===== config.mk =====
export PLATFORM = sky130hd
export DESIGN_NAME = fault_status_reg
export DESIGN_NICKNAME = d
export VERILOG_FILES = /design/src/rtl/fsr_pkg.sv /design/src/rtl/fsr_base_sel.sv /design/src/rtl/fsr_event_merge.sv /design/src/rtl/fault_status_reg.sv
export SDC_FILE = /design/constraint.sdc
export NUM_CORES = 1
export LEC_CHECK = 0
export BUFFER_PORTS_ARGS = -buffer_cell sky130_fd_sc_hd__buf_2
export CAP_MARGIN = 20
export CORE_MARGIN = 1
export CORE_UTILIZATION = 35
export DETAILED_ROUTE_END_ITERATION = 16
export PLACE_DENSITY_LB_ADDON = 0.25
export SYNTH_ARGS = -nofsm -noshare
export SYNTH_HDL_FRONTEND = slang
export SYNTH_SLANG_ARGS = --single-unit

===== constraint.sdc =====
create_clock -name clk -period 1.2 [get_ports clk]
set_clock_uncertainty 0.2 [all_clocks]
set_input_delay 0.24 -clock clk [delete_from_list [all_inputs] [get_ports clk]]
set_output_delay 0.24 -clock clk [all_outputs]
set_load 0.02 [all_outputs]

===== src/rtl/fsr_pkg.sv =====
package fsr_pkg;
  localparam int STAT_W = 12;
  localparam int CODE_W = 2;

  localparam int B_STEP  = 0;
  localparam int B_FLT   = 1;
  localparam int B_NXM   = 2;
  localparam int B_DENY  = 3;
  localparam int B_WRO   = 4;
  localparam int B_WRF   = 5;
  localparam int B_EXMAP = 6;
  localparam int USED_W  = B_EXMAP + 1;

  typedef enum logic [CODE_W-1:0] {
    RSN_DENY = 2'd0,
    RSN_WRO  = 2'd1,
    RSN_WRF  = 2'd2,
    RSN_NXM  = 2'd3
  } rsn_e;

  // one-hot reason bit for a code
  function automatic logic [STAT_W-1:0] rsn_bit(input logic [CODE_W-1:0] code);
    logic [STAT_W-1:0] m;
    m = '0;
    case (rsn_e'(code))
      RSN_DENY: m[B_DENY] = 1'b1;
      RSN_WRO:  m[B_WRO]  = 1'b1;
      RSN_WRF:  m[B_WRF]  = 1'b1;
      default:  m[B_NXM]  = 1'b1;
    endcase
    return m;
  endfunction

  function automatic logic [STAT_W-1:0] rsn_all();
    logic [STAT_W-1:0] m;
    m = '0;
    m[B_DENY] = 1'b1;
    m[B_WRO]  = 1'b1;
    m[B_WRF]  = 1'b1;
    m[B_NXM]  = 1'b1;
    return m;
  endfunction
endpackage


===== src/rtl/fsr_base_sel.sv =====
module fsr_base_sel
  import fsr_pkg::*;
#(
  parameter int W = STAT_W
) (
  input  logic [W-1:0] cur_i,
  input  logic [W-1:0] sw_data_i,
  input  logic         sw_load_i,
  input  logic         sw_force_i,
  output logic [W-1:0] base_o
);
  always_comb begin
    if (sw_load_i || sw_force_i) base_o = sw_data_i;
    else                         base_o = cur_i;
    if (sw_force_i) base_o[B_FLT] = 1'b1;
  end
endmodule


===== src/rtl/fsr_event_merge.sv =====
module fsr_event_merge
  import fsr_pkg::*;
#(
  parameter int W  = STAT_W,
  parameter int CW = CODE_W
) (
  input  logic [W-1:0]  base_i,
  input  logic          flt_valid_i,
  input  logic [CW-1:0] flt_code_i,
  input  logic          flt_inhibit_i,
  input  logic          step_hit_i,
  input  logic          nxm_evt_i,
  output logic [W-1:0]  nxt_o
);
  localparam logic [W-1:0] RSN_MASK = W'(rsn_all());

  logic [W-1:0] keep_mask;
  logic [W-1:0] const_one;

  // bits above the defined layout are forced to zero
  genvar g;
  generate
    for (g = 0; g < W; g++) begin : g_mask
      if (g < USED_W) begin : g_used
        assign keep_mask[g] = 1'b1;
      end else begin : g_rsvd
        assign keep_mask[g] = 1'b0;
      end
      if (g == B_EXMAP) begin : g_one
        assign const_one[g] = 1'b1;
      end else begin : g_zero
        assign const_one[g] = 1'b0;
      end
    end
  endgenerate

  always_comb begin
    nxt_o = base_i;
    if (flt_valid_i) begin
      nxt_o = (nxt_o & ~RSN_MASK) | W'(rsn_bit(flt_code_i));
      if (!flt_inhibit_i) nxt_o[B_FLT] = 1'b1;
    end
    if (nxm_evt_i)  nxt_o[B_NXM]  = 1'b1;
    if (step_hit_i) nxt_o[B_STEP] = 1'b1;
    nxt_o = (nxt_o & keep_mask) | const_one;
  end
endmodule


===== src/rtl/fault_status_reg.sv =====
module fault_status_reg
  import fsr_pkg::*;
#(
  parameter int W  = STAT_W,
  parameter int CW = CODE_W
) (
  input  logic          clk,
  input  logic          rst_n,
  input  logic          flt_valid,
  input  logic [CW-1:0] flt_code,
  input  logic          flt_inhibit,
  input  logic          step_done,
  input  logic          step_flag,
  input  logic          nxm_evt,
  input  logic          sw_load,
  input  logic          sw_force,
  input  logic          sw_store,
  input  logic [W-1:0]  sw_data,
  output logic [W-1:0]  stat_o,
  output logic [W-1:0]  store_o,
  output logic          irq_o
);
  localparam logic [W-1:0] RESET_VAL = W'(1) << B_EXMAP;
  localparam logic [W-1:0] RSN_MASK  = W'(rsn_all());

  logic [W-1:0] stat_q, stat_d;
  logic [W-1:0] store_q, store_d;
  logic [W-1:0] base;
  logic         step_hit;
  logic         stat_en;

  assign step_hit = step_done & step_flag;
  assign stat_en  = sw_load | sw_force | flt_valid | nxm_evt | step_hit;

  fsr_base_sel #(.W(W)) u_base (
    .cur_i      (stat_q),
    .sw_data_i  (sw_data),
    .sw_load_i  (sw_load),
    .sw_force_i (sw_force),
    .base_o     (base)
  );

  fsr_event_merge #(.W(W), .CW(CW)) u_merge (
    .base_i        (base),
    .flt_valid_i   (flt_valid),
    .flt_code_i    (flt_code),
    .flt_inhibit_i (flt_inhibit),
    .step_hit_i    (step_hit),
    .nxm_evt_i     (nxm_evt),
    .nxt_o         (stat_d)
  );

  always_comb begin
    store_d = store_q;
    if (sw_store) store_d = stat_q;
  end

  always_ff @(posedge clk or negedge rst_n) begin
    if (!rst_n) begin
      stat_q  <= RESET_VAL;
      store_q <= '0;
    end else begin
      if (stat_en)  stat_q  <= stat_d;
      if (sw_store) store_q <= store_d;
    end
  end

  assign stat_o  = stat_q;
  assign store_o = store_q;
  assign irq_o   = stat_q[B_STEP] | stat_q[B_FLT];

  // reason field matches the latest fault code
  a_r1_reason_latch: assert property (@(posedge clk) disable iff (!rst_n)
    flt_valid |=> ((stat_q & RSN_MASK) == W'(rsn_bit($past(flt_code)))));

  // uninhibited fault raises the pending bit
  a_r2_fault_sets: assert property (@(posedge clk) disable iff (!rst_n)
    (flt_valid && !flt_inhibit) |=> stat_q[B_FLT]);

  // inhibited fault holds the pending bit
  a_r3_inhibit_hold: assert property (@(posedge clk) disable iff (!rst_n)
    (flt_valid && flt_inhibit && !sw_force && !sw_load) |=> $stable(stat_q[B_FLT]));

  // step event without the flag changes nothing on bit 0
  a_r5_step_gate: assert property (@(posedge clk) disable iff (!rst_n)
    (step_done && !step_flag && !sw_load && !sw_force) |=> $stable(stat_q[B_STEP]));

  // exec-mapping bit constant
  a_r9_exmap_one: assert property (@(posedge clk) disable iff (!rst_n)
    stat_q[B_EXMAP]);

  // request only falls after a software load
  a_r10_irq_sticky: assert property (@(posedge clk) disable iff (!rst_n)
    $fell(irq_o) |-> $past(sw_load));

  // saved word follows the register
  a_r11_store: assert property (@(posedge clk) disable iff (!rst_n)
    sw_store |=> (store_q == $past(stat_q)));
endmodule


# [Yosys cells after proc, flatten, opt, wreduce, memory -nomap -nowiden]
# Cells that the tools add are included.
[word_totals] in_bits=24 register_bits=13 wordCells=34
[classes] n_mux=14 eq_ne=2 n_bitwise=7 reduce_logical=7
[ops] cell="1-bit 2-to-1 mux" n=12
[ops] cell="6-bit 2-to-1 mux" n=2
[ops] cell="2-bit by 6-bit bitwise OR with 6-bit output" n=1
[ops] cell="1-bit bitwise OR" n=5
[ops] cell="2-bit AND reduction" n=2
[ops] cell="3-bit nonzero test" n=1
[ops] cell="3-bit OR reduction" n=1
[ops] cell="2-bit by 1-bit == test with 1-bit output (second input constant)" n=1
[ops] cell="2-bit == test (second input constant)" n=1
[ops] cell="2-bit zero test" n=1
[ops] cell="2-bit nonzero test" n=1
[ops] cell="1-bit AND" n=1
[ops] cell="1-bit logical OR" n=1

# [Logic depth before layout (Yosys ltp)]
[depth] ltp_word=8 ltp_mapped=3

# [Modules after synthesis]
# A second synthesis with hierarchy kept.
[unflattened] hier_cells=90 hier_area_um2=1298.7
[modules_own_cells] mod="fault_status_reg" cells_per_inst=54 n_inst=1 area_per_inst_um2=968.4
[modules_own_cells] mod="fsr_base_sel" cells_per_inst=15 n_inst=1 area_per_inst_um2=195.2
[modules_own_cells] mod="fsr_event_merge" cells_per_inst=21 n_inst=1 area_per_inst_um2=135.1

# [Least setup slack after synthesis]
# OpenSTA, ideal clock, no wires.
[synth_timing] path_kind="register -> register" start="register stat_q[1], in the netlist stat_o[1]" end="register stat_q[1], in the netlist stat_o[1]" period_less_slack_ns=1.335 required_ns=0.876 arrival_time_ns=1.011 setup_slack_ns=-0.135 n_path_buf=0 path_stages_with_launch=3 cell_sequence="dfrtp_1 mux2_2 a211o_2"
[synth_via] elab_chain_cells=5
[synth_rtl] item="start: declaration" line_no="fault_status_reg.sv:26" source="logic [W-1:0] stat_q, stat_d;"
[synth_rtl] item="start signal: assignment" line_no="fault_status_reg.sv:63" source="if (stat_en) stat_q <= stat_d;"
[synth_rtl] item="6-bit 2-to-1 mux (*)" line_no="fsr_base_sel.sv:13" source="if (sw_load_i || sw_force_i) base_o = sw_data_i;"
[synth_rtl] item="1-bit 2-to-1 mux (*)" line_no="fsr_base_sel.sv:15" source="if (sw_force_i) base_o[B_FLT] = 1'b1;"
[synth_rtl] item="2-bit by 6-bit bitwise OR with 6-bit output" line_no="fsr_event_merge.sv:40" source="nxt_o = (nxt_o & ~RSN_MASK) | W'(rsn_bit(flt_code_i));"
[synth_rtl] item="1-bit 2-to-1 mux" line_no="fsr_event_merge.sv:41" source="if (!flt_inhibit_i) nxt_o[B_FLT] = 1'b1;"
[synth_rtl] item="6-bit 2-to-1 mux (*)" line_no="fsr_event_merge.sv:39" source="if (flt_valid_i) begin"
# Every way passes the cells marked *; elsewhere a longest branch is shown, timed or not. The select of a mux whose other input is x is not followed.
# A chain may end at the register's enable or synchronous reset.

# [Final worst setup path]
[layout_timing] start="register stat_q[1], in the netlist stat_o[1]" end="output port irq_o"
[layout_via] elab_chain_cells=1
[layout_rtl] item="1-bit bitwise OR" line_no="fault_status_reg.sv:70" source="assign irq_o = stat_q[B_STEP] | stat_q[B_FLT];"
[layout_rtl] item="end: declaration" line_no="fault_status_reg.sv:21" source="output logic irq_o"
# Every way passes these cells.

==> metrics.cfg <==
[timing]
fmax_ghz=0.677
period_share=1.23
rsz0062_at_grt=true
report.final.hold_viol_count=0
min_period_ns=1.48
whs_ns=0.0173
drv_slew=0
setup_violations=16
setup_slack_ns=-0.277

[job]
drv_cap=0

[worst_setup_path]
critPathKind=reg2out
reg2regPathDepth=3
cp.required_ns=0.76
end_kind=output port
crit_fanout=2
cp-start-kind=flip-flop
cp.arrival_ns=1.04

[worst_hold_path]
hold_class=in2reg
whs_path_depth=2

[logic_synthesis]
yosys-top-cells-area=dfrtp_1 48%, buf_4 12%, mux2_2 12%
synth_top_area_frac=0.481
synth.cell_area_sq_um=676
synth_warnings=0
yosysSeqAreaShare=0.481
yosysUniqueCellTypes=20
ys_ff_latch=13
syn_inst=58
syn_area_per_cell_sq_um=11.6
yosysTopAreaCell=dfrtp_1

[clock_tree]
cts-root-buf=clkbuf_4
clockBufferDepth=2
numCtsBuffers=3
insertion_delay_ns=0.26
cts_tree=done
path_clk_slew_ns=0.08
cts.htree.levels=1
clkSinkCount=13

[layout]
syn2layout_area_growth_pct=58.1
diodes=0
final_nets=127
fin_cells=127
layout_common_cells=17 x buf_2, 17 x buf_6, 11 x conb_1
post-route-util=0.606
drive_gt1_frac=0.627

[floorplanning]
die-area_sq_mm=0.00211
initial_core_util=0.383
die_y_microns=45.9
coreArea_sq_mm=0.00176
io_pins=49
rows=15
fp.dieW_microns=45.9

[pwr]
ir_drop_uv=460
power_leakage_nw=0.510
power_mw=1.13
p_per_area_mw_per_mm2=1060
power_frac_clock=0.232
switching_share=0.294
internal-power_mw=0.796
p_comb_frac=0.316
p_seq_frac=0.453
p_switching_mw=0.332

[place]
gp_congestion=0.715
portBuffers=31
hpwl_microns=1030
dp_cells=118

[global_route]
grt_pass1_vias=526
grt_start_max_net_pins=14
grt_pass1_wl_microns=2260
grt_usage=0.152
overflow=0
antenna_found_initial=0

[route]
wl_per_cell_microns=11.6
dr.first_iter.drc_count=7
drt_wl_total_microns=1470
firstDrtPassIters=3
drcViolationCount=0
num_vias=568
vias_per_cell=4.47
ant_nets=0

[run_status]
violations=negative setup slack
status=finished, violations left

-- final cells by class --
type | count | area [sq um]
clock buffer | 4 | 26.3
fill | 157 | 696
inverter | 4 | 15.0
multi-input combinational | 37 | 308
sequential | 13 | 332
tap | 25 | 31.3
timing repair buffer | 44 | 357
-- worst paths after layout --
kind,slack [ns],end,startpoint
worst max register to register,-0.16,stat_o[1],stat_o[1]
worst min register to register,0.34,store_o[4],store_o[4]
worst min-delay path,0.02,stat_o[0],step_flag
max in group asynchronous,0.36,stat_o[3],rst_n
worst max-delay path,-0.28,irq_o,stat_o[1]
min in group asynchronous,0.19,store_o[6],rst_n
-- timing repair --
action | in CTS | in global routing
hold buffers | 2 | 0
hold endpoints to repair | 14 | 0
setup endpoints to repair | 16 | 19
gates resized for setup | 33 | 3
buffers inserted | 3 | 0
-- routing by layer --
metal  track usage  vias to the layer above  share of wire
met5             0                        -              0
met4        0.0706                        0          0.012
met3        0.0357                        2          0.054
met2         0.242                       27           0.51
met1         0.194                      269           0.42
li1              -                      270              -
-- power by group through the flow --
stage	Sequential (mW)	Clock, mW	Combinational (mW)
floorplan	0.565	0	0.130
global placement	0.508	0	0.271
detailed placement	0.510	0	0.274
CTS	0.510	0.273	0.349
global route	0.517	0.295	0.381
finish	0.511	0.261	0.356
-- cell usage after synthesis (all sizes together) --
| library cell | n |
|---|---|
| a31oi | 1 |
| or4b | 3 |
| inv | 4 |
| buf | 12 |
| mux2 | 7 |
| o21ai | 1 |
| o311ai | 3 |
| a211o | 1 |
| o21a | 2 |
| a221o | 1 |
| or2 | 2 |
| nor2 | 1 |
| nand3b | 2 |
| dfrtp | 13 |
| nor3b | 1 |
| conb | 2 |
| clkbuf | 1 |
| o31a | 1 |
-- metrics by stage --
| step | worst slack [ns] | instance area (sq um) | TNS (ns) |
|---|---|---|---|
| after floorplan | -0.0846 | 724 | -0.190 |
| after CTS | -0.279 | 1050 | -1.52 |
| after global placement | -0.105 | 873 | -0.503 |
| final | -0.277 | 1070 | -1.43 |
| after global routing | -0.311 | 1070 | -2.08 |
| after detailed placement | -0.106 | 873 | -0.536 |
-- worst max-delay path, cell delays in order, from the launching register on --
cell and delay [ns]:
dfrtp_2 0.42, or2_4 0.23, buf_6 0.13
-- kinds of logic (layout without fill, tap and decap cells) --
kind of cell           after synthesis  in the layout  synth area share
AO/OA/AOI/OAI                       10             10             0.122
buffers and inverters               17             52             0.167
multiplexers                         7              7             0.117
flip-flops                          13             13             0.481
other                                2             11            0.0111
AND/OR/NAND/NOR                      9              9             0.102
-- state kept, by name, indices dropped and copies added (netlist names) --
register	cells
stat_o	6
store_o	7
Note: power is estimated with default switching activity, not from simulation.
